**src/rtl/dbb_pkg.sv**
```systemverilog
package dbb_pkg;
  localparam int WORD_BYTES = 8;
  localparam int WORD_W     = WORD_BYTES * 8;
  localparam int LANE_W     = $clog2(WORD_BYTES);

  typedef enum logic [1:0] {
    MODE_IDLE  = 2'b00,
    MODE_READ  = 2'b01,
    MODE_WRITE = 2'b10,
    MODE_BLOCK = 2'b11
  } mode_e;

  // strobes from control to datapath
  typedef struct packed {
    logic              flush;
    logic              rdPush;
    logic              rdPop;
    logic              byteLoad;
    logic              wrPush;
    logic              wrPop;
    logic [LANE_W-1:0] rdLane;
    logic [LANE_W-1:0] packLane;
  } strobe_t;
endpackage

```
**src/rtl/dbb_fifo.sv**
```systemverilog
module dbb_fifo #(
  parameter int W     = 64,
  parameter int DEPTH = 8,
  localparam int AW   = $clog2(DEPTH),
  localparam int CW   = $clog2(DEPTH + 1)
) (
  input  logic          clk,
  input  logic          rstN,
  input  logic          flush,
  input  logic          push,
  input  logic [W-1:0]  din,
  input  logic          pop,
  output logic [W-1:0]  head,
  output logic [CW-1:0] count
);
  logic [W-1:0]  store [DEPTH];
  logic [AW-1:0] wrPtr, rdPtr;

  function automatic logic [AW-1:0] bump(input logic [AW-1:0] p);
    return (p == AW'(DEPTH - 1)) ? '0 : p + 1'b1;
  endfunction

  always_ff @(posedge clk) begin
    if (!rstN || flush) begin
      wrPtr <= '0;
      rdPtr <= '0;
      count <= '0;
    end else begin
      if (push) begin
        store[wrPtr] <= din;
        wrPtr <= bump(wrPtr);
      end
      if (pop) rdPtr <= bump(rdPtr);
      if (push && !pop) count <= count + 1'b1;
      else if (pop && !push) count <= count - 1'b1;
    end
  end

  assign head = store[rdPtr];
endmodule

```
**src/rtl/dbb_ctrl.sv**
```systemverilog
module dbb_ctrl
  import dbb_pkg::*;
#(
  parameter int DEPTH     = 8,
  parameter int NEAR_FULL = 6,
  parameter int ADDR_W    = 16,
  localparam int CW       = $clog2(DEPTH + 1)
) (
  input  logic              clk,
  input  logic              rstN,
  input  logic              modeWr,
  input  logic [1:0]        modeSel,
  input  logic [ADDR_W-1:0] startAddr,
  input  logic              byteOrder,
  input  logic              rdTake,
  input  logic              wrStrobe,
  input  logic              memAck,
  input  logic [CW-1:0]     rdCount,
  input  logic [CW-1:0]     wrCount,
  output strobe_t           stb,
  output logic              memReq,
  output logic              memWe,
  output logic [ADDR_W-1:0] memAddr,
  output logic              dreqN,
  output mode_e             curMode
);
  localparam logic [LANE_W-1:0] LAST = LANE_W'(WORD_BYTES - 1);

  logic              order;
  logic [LANE_W-1:0] rdIdx, packIdx;
  logic              reading, writing, rdAvail, rdRoom, wrRoom;
  logic              takeOk, loadOk, xfer;

  always_comb begin
    reading = (curMode == MODE_READ);
    writing = (curMode == MODE_WRITE);
    rdAvail = (rdCount != '0);
    rdRoom  = (rdCount < CW'(NEAR_FULL));
    wrRoom  = (wrCount < CW'(NEAR_FULL));
    memReq  = (reading && rdRoom) || (writing && (wrCount != '0));
    memWe   = writing;
    dreqN   = !((reading && rdAvail) || (writing && wrRoom));
    takeOk  = !modeWr && reading && rdAvail && rdTake;
    loadOk  = !modeWr && writing && wrRoom && wrStrobe;
    xfer    = !modeWr && memReq && memAck;

    stb.flush    = modeWr;
    stb.rdPush   = xfer && reading;
    stb.wrPop    = xfer && writing;
    stb.rdPop    = takeOk && (rdIdx == LAST);
    stb.byteLoad = loadOk;
    stb.wrPush   = loadOk && (packIdx == LAST);
    stb.rdLane   = order ? LAST - rdIdx : rdIdx;
    stb.packLane = order ? LAST - packIdx : packIdx;
  end

  always_ff @(posedge clk) begin
    if (!rstN) begin
      curMode <= MODE_IDLE;
      order   <= 1'b0;
      memAddr <= '0;
      rdIdx   <= '0;
      packIdx <= '0;
    end else if (modeWr) begin
      curMode <= mode_e'(modeSel);
      order   <= byteOrder;
      memAddr <= startAddr;
      rdIdx   <= '0;
      packIdx <= '0;
    end else begin
      if (xfer)   memAddr <= memAddr + 1'b1;
      if (takeOk) rdIdx   <= rdIdx + 1'b1;
      if (loadOk) packIdx <= packIdx + 1'b1;
    end
  end
endmodule

```
**src/rtl/dbb_datapath.sv**
```systemverilog
module dbb_datapath
  import dbb_pkg::*;
#(
  parameter int DEPTH = 8,
  localparam int CW   = $clog2(DEPTH + 1)
) (
  input  logic              clk,
  input  logic              rstN,
  input  strobe_t           stb,
  input  logic [7:0]        wrByte,
  input  logic [WORD_W-1:0] memRdata,
  output logic [7:0]        rdByte,
  output logic [WORD_W-1:0] memWdata,
  output logic [CW-1:0]     rdCount,
  output logic [CW-1:0]     wrCount
);
  logic [WORD_W-1:0] packReg, packNext, rdHead;

  always_comb begin
    packNext = packReg;
    packNext[{stb.packLane, 3'b000} +: 8] = wrByte;
  end

  always_ff @(posedge clk) begin
    if (!rstN || stb.flush) packReg <= '0;
    else if (stb.byteLoad)  packReg <= packNext;
  end

  dbb_fifo #(.W(WORD_W), .DEPTH(DEPTH)) u_rdq (
    .clk(clk), .rstN(rstN), .flush(stb.flush),
    .push(stb.rdPush), .din(memRdata), .pop(stb.rdPop),
    .head(rdHead), .count(rdCount)
  );

  dbb_fifo #(.W(WORD_W), .DEPTH(DEPTH)) u_wrq (
    .clk(clk), .rstN(rstN), .flush(stb.flush),
    .push(stb.wrPush), .din(packNext), .pop(stb.wrPop),
    .head(memWdata), .count(wrCount)
  );

  assign rdByte = rdHead[{stb.rdLane, 3'b000} +: 8];
endmodule

```
**src/rtl/dma_byte_bridge.sv**
```systemverilog
module dma_byte_bridge
  import dbb_pkg::*;
#(
  parameter int DEPTH     = 8,
  parameter int NEAR_FULL = 6,
  parameter int ADDR_W    = 16,
  localparam int CW       = $clog2(DEPTH + 1)
) (
  input  logic              clk,
  input  logic              rstN,
  input  logic              modeWr,
  input  logic [1:0]        modeSel,
  input  logic [ADDR_W-1:0] startAddr,
  input  logic              byteOrder,
  output logic              dreqN,
  input  logic              rdTake,
  output logic [7:0]        rdByte,
  input  logic              wrStrobe,
  input  logic [7:0]        wrByte,
  output logic              memReq,
  output logic              memWe,
  output logic [ADDR_W-1:0] memAddr,
  output logic [63:0]       memWdata,
  input  logic              memAck,
  input  logic [63:0]       memRdata
);
  strobe_t       stb;
  mode_e         curMode;
  logic [CW-1:0] rdCount, wrCount;

  dbb_ctrl #(.DEPTH(DEPTH), .NEAR_FULL(NEAR_FULL), .ADDR_W(ADDR_W)) u_ctrl (
    .clk(clk), .rstN(rstN), .modeWr(modeWr), .modeSel(modeSel),
    .startAddr(startAddr), .byteOrder(byteOrder), .rdTake(rdTake),
    .wrStrobe(wrStrobe), .memAck(memAck), .rdCount(rdCount),
    .wrCount(wrCount), .stb(stb), .memReq(memReq), .memWe(memWe),
    .memAddr(memAddr), .dreqN(dreqN), .curMode(curMode)
  );

  dbb_datapath #(.DEPTH(DEPTH)) u_dp (
    .clk(clk), .rstN(rstN), .stb(stb), .wrByte(wrByte),
    .memRdata(memRdata), .rdByte(rdByte), .memWdata(memWdata),
    .rdCount(rdCount), .wrCount(wrCount)
  );
endmodule

```
**config.mk**
```make
export PLATFORM = sky130hd
export DESIGN_NAME = dma_byte_bridge
export DESIGN_NICKNAME = d
export VERILOG_FILES = /design/src/rtl/dbb_pkg.sv /design/src/rtl/dbb_fifo.sv /design/src/rtl/dbb_ctrl.sv /design/src/rtl/dbb_datapath.sv /design/src/rtl/dma_byte_bridge.sv
export SDC_FILE = /design/constraint.sdc
export NUM_CORES = 1
export LEC_CHECK = 0
export ABC_AREA = 1
export BUFFER_PORTS_ARGS = -buffer_cell sky130_fd_sc_hd__clkbuf_2
export CAP_MARGIN = 20
export CORE_UTILIZATION = 39
export CTS_CLUSTER_SIZE = 16
export DETAILED_ROUTE_END_ITERATION = 10
export PLACE_DENSITY = 0.58
export SYNTH_ARGS = -nofsm -noshare
export SYNTH_HDL_FRONTEND = slang
export SYNTH_HIERARCHICAL = 1
export SYNTH_SLANG_ARGS = --single-unit
```
**constraint.sdc**
```tcl
create_clock -name clk -period 10 [get_ports clk]
set_input_delay 2 -clock clk [delete_from_list [all_inputs] [get_ports clk]]
set_output_delay 2 -clock clk [all_outputs]
set_load 0.01 [all_outputs]
```
# Yosys cells after proc, flatten, opt, wreduce, memory -nomap -nowiden
# Memories as Yosys holds them, arrays and structs flattened. A register that Yosys moved wholly into a read port is not among the register bits.
# Cells that the tools add are included.
# W data, S select, Z words.
# totals
ff_bits,109
mem_bits_rw,1024
in_bits,97
output_inout_bits,91
wordCells,101
n_memories,2
# mem_list
name,depth,word_bits,rd,rd_ports_with_merged_regs,wr,line,rtl
u_dp.u_rdq.store,8,64,1,1,1,dbb_fifo.sv:16,logic [W-1:0] store [DEPTH];
u_dp.u_wrq.store,8,64,1,1,1,dbb_fifo.sv:16,
# classes
add_sub_neg,14
order_cmp,2
eq_ne,8
n_shift,3
muxes,23
bitwise_logic,1
n_reduce_logical,36
# op_table
cell,n
$bwmux W64,1
$shift A8 B8 Y64 const A,1
$shiftx A64 B7 Y8,1
$shiftx A8 B8 Y64,1
$mux W16,2
$mux W3,10
$logic_and A1 B1 Y1,20
$add A3 B1 Y3 const B,6
$eq A3 B3 Y1 const B,6
$add A16 B1 Y16 const B,1
$mux W4,4
$add A4 B1 Y4 const B,2
$lt A4 B3 Y1 const B,2
$neg A6 Y8,1
$reduce_bool A4 Y1,2
$sub A4 B1 Y4 const B,2
$logic_not A1 Y1,7
$mux W1,6
$reduce_bool A2 Y1,3
$sub A3 B3 Y3 const A,2
$logic_or A1 B1 Y1,3
$eq A2 B1 Y1 const B,1
$eq A2 B2 Y1 const B,1
$reduce_or A2 Y1,1
$not A1 Y1,1

# Depth between registers and ports, before layout
# logic_depth
word_depth,10
depth_mapped,18
depth_no_buf,17

# Modules after synthesis
# The synthesis kept the hierarchy.
# by_module_without_submodules
module,n_inst,cells_each,area_each_um2,seq_area_each_um2
dbb_fifo (u_dp.u_rdq),1,1788,21175.3,15635.0
dbb_fifo (u_dp.u_wrq),1,1787,21174.1,15635.0
dbb_datapath,1,741,4347.9,1281.2
dbb_ctrl,1,278,1732.9,500.5

# Worst setup path before layout
# No wires, ideal clock.
# synth_timing
path_kind,in2reg
start,in modeWr
end,mem u_dp.u_wrq.store[2][0] (enable)
setup_time_ps,565
arrival_time_ps,7372
required_time_ps,9435
setup_slack_ps,2063
stages,7
n_path_buf,2
cell_sequence,clkbuf_1 > clkbuf_1 > nor3b_1 > inv_1 > nor2_1 > nand2_1 > nor3_1
# synth_rtl
element,line,rtl
from (decl),dma_byte_bridge.sv:11,"input logic modeWr,"
to (decl),dbb_fifo.sv:16,

==> metrics <==
RR Startpoint=u_ctrl/curMode[0]; via count=31804; Distinct cells, synth=44; antenna violations before repair=16; Syn Std Cell Area=48400 µm²; Worst EP arrival=4.20 ns; Reg clk slew, reported paths=0.06 ns; synthesized instance count=4594; max-cap violation count=0; Yosys reg bits=1139; Core Region=123000 µm²; Setup-failing EPs final=0; Worst-Margin Slew=1.13 ns; buffers added on ports=between 150 and 200; Min Hold Slack=0.469 ns; number of flops mapped to enable cells by yosys=1024; Initial Util=0.395; Critical path buffers and inverters=4; fmax=0.161 GHz; CP startpoint kind=register; total global routing overflow=0; status=finished, final reports clean; CP max stage cell=inv_6; RSZ-0062 raised after global routing=false; vias in the first global route=30225; delay-heaviest family, CP=buffers and inverters; DPL Wire Length=66.1 mm; # IOs=188; PwrDens=182 nW/µm²; fin crit period=6.20 ns; synth top area cells=edfxtp_1 (63%), nor2_1 (9.4%), nand2_1 (7.3%); post-DR wirelength/cell=18.3 µm; Worst Path Required=roughly 8.0 ns; Die Span Y=354 µm; Placer Congestion=0.810; CTS max path bufs=3; syn_area_per_cell=10.5 µm²; cells along the critical path=inv_6 > buf_4 > buf_16 > o21ai_0 > nand2_1 > nand2_1 > nand2_1 > o21ai_0 > o22ai_1 > nand2_1 > nand2_1 > clkbuf_2; DRT Pass-1 Iters=5; Leak=20.9 nW; die width=354 µm; final core utilization=0.443; Layout Nets=between 4000 and 5000; Design Area, Final=54200 µm²; Seq/Total Area, Yosys=0.682; Fin. Hold Viols=0; Ys Warns=6; most common cell in the netlist=nor2_1; layout overhead on the synthesized area=11.9%; Final ANT Viol Nets=0; fin crit share=0.620; Synth top area share=0.635; cell area after placement=50300 µm²; Sink Count=1139; CTS tree=done; endpoint class of the critical path=output pin; CTS root buffer=clkbuf_16; post-route non-filler standard cell count=6434; H-Tree Depth=3; terminus of the critical flop-to-flop path=u_dp/u_rdq/store[2][40]; HP Start=u_dp/u_wrq/rdPtr[2]; post-route setup TNS=0 ns; crit path kind=reg2out; num rows=128; vias per cell=4.94; r2r worst-path depth=11; Synth top cells by count=nor2_1 (1208), edfxtp_1 (1024), nand2_1 (946), o21ai_0 (525), inv_1 (168); Post-CTS Hold Buffers=0; Worst Skew=0.0377 ns; Critical Path Fanout Max=143; pin count of the biggest net entering global routing=192; GRT Total Usage=0.184; Hold Path Stages=2; Hold WC Path Type=reg2reg; DR DRC count=0; Post CTS Setup Buffer Count=0; Synth async-reset ratio=0; post-CTS resize count=0; Routed WL=~120 mm; critical path's largest stage delay=around 0.78 ns; Mapped Nets=4715; area leader, netlist=edfxtp_1; cell mode on critical path=nand2_1; placed cell count=6211; share of cells above drive strength 1=0.102; Post-synth top flop=edfxtp_1; Slew Viols, Final=0; Initial DRC Count=2393; Clock Latency Late Sink=0.74 ns; worst vdd ir=0.000137 V; DIE AREA=126000 µm²; Num CTS Buffers=117; first-pass GRT wire length=179 mm; Max-slew headroom=0.250; R2R setup slack=5.98 ns
==> cell type report <==
type                            instances  area (µm²)
Fill cell                           11418       68300
Sequential cell                      1139       33100
Multi-Input combinational cell       3028       13100
Clock buffer                          151        3170
Tap cell                             1625        2030
Timing Repair Buffer                  242        1420
Clock inverter                         68         737
Inverter                              179         694
Antenna cell                            2        5.00
==> kinds of logic (layout without fill, tap and decap cells) <==
group | count (synthesis) | in the layout | synth area share
buf+inv | 427 | 640 | 0.0503
simple gates | 2299 | 2299 | 0.186
fa+ha+maj | 24 | 24 | 0.00651
xor+xnor | 11 | 11 | 0.00199
compound gates | 694 | 694 | 0.0728
flops | 1139 | 1139 | 0.682
other cells | 0 | 2 | 0
==> worst min-delay path: stages (launching register included) <==
cell and delay [ns]:
dfxtp_1 0.31, nand2_1 0.06, a21oi_1 0.06
==> report_power, final <==
group          internal (mW)  switching, mW
combinational         0.0687          0.220
clock                   2.53           1.84
sequential              5.19         0.0113
==> cell usage in the layout, fill, tap and decap left out, types with 7 or more instances in the layout <==
master         n
dfxtp_1      109
clkbuf_16    118
clkinv_1      23
nand4_1       28
clkbuf_8       9
o21ai_1       93
nor2_2         8
edfxtp_1    1024
inv_1        166
ha_1          22
clkbuf_2     187
buf_4         50
nand2_1      946
a21oi_1       48
bufinv_16     11
clkinvlp_4     7
clkbuf_1      24
clkinv_2      20
xor2_1         8
nor2_1      1192
nor2_4        17
nand3_1       73
o22ai_1       18
o21ai_0      525
==> per-layer routing <==
metal,track usage,vias to the layer above,part of all wire
li1,-,15673,-
met1,0.238,15221,0.43
met2,0.315,697,0.49
met3,0.0317,195,0.054
met4,0.0590,18,0.027
met5,0,-,0.00098
==> stage by stage <==
stage | power (mW) | setup slack, ns
floorplan | 5.47 | 2.06
global placement | 5.59 | 3.35
detailed placement | 5.59 | 3.42
CTS | 9.95 | 3.47
global route | 10.2 | 3.48
finish | 9.85 | 3.80
==> how the worst max path moves through the flow <==
stage                               to  slack, ns  cells past startpoint  startpoint
2_1_floorplan   u_dp/u_wrq/store[2][0]       2.06                      7      modeWr
6_report                     rdByte[4]       3.80                     12    register
3_3_place_gp   u_dp/u_rdq/store[4][44]       3.35                      9      modeWr
5_1_grt                      rdByte[4]       3.48                     12    register
3_5_place_dp   u_dp/u_rdq/store[2][11]       3.42                      9      modeWr
4_1_cts                      rdByte[3]       3.47                     11    register
==> flip-flops by register name (all words and copies together), names as in the netlist, 4 cells and up, named ones only <==
signal            flops
u_dp/u_rdq/store    512
u_dp/u_wrq/store    512
u_dp/packReg         64
u_ctrl/memAddr       16
u_dp/u_rdq/count      4
u_dp/u_wrq/count      4
Power figures use the tool's default switching activity.
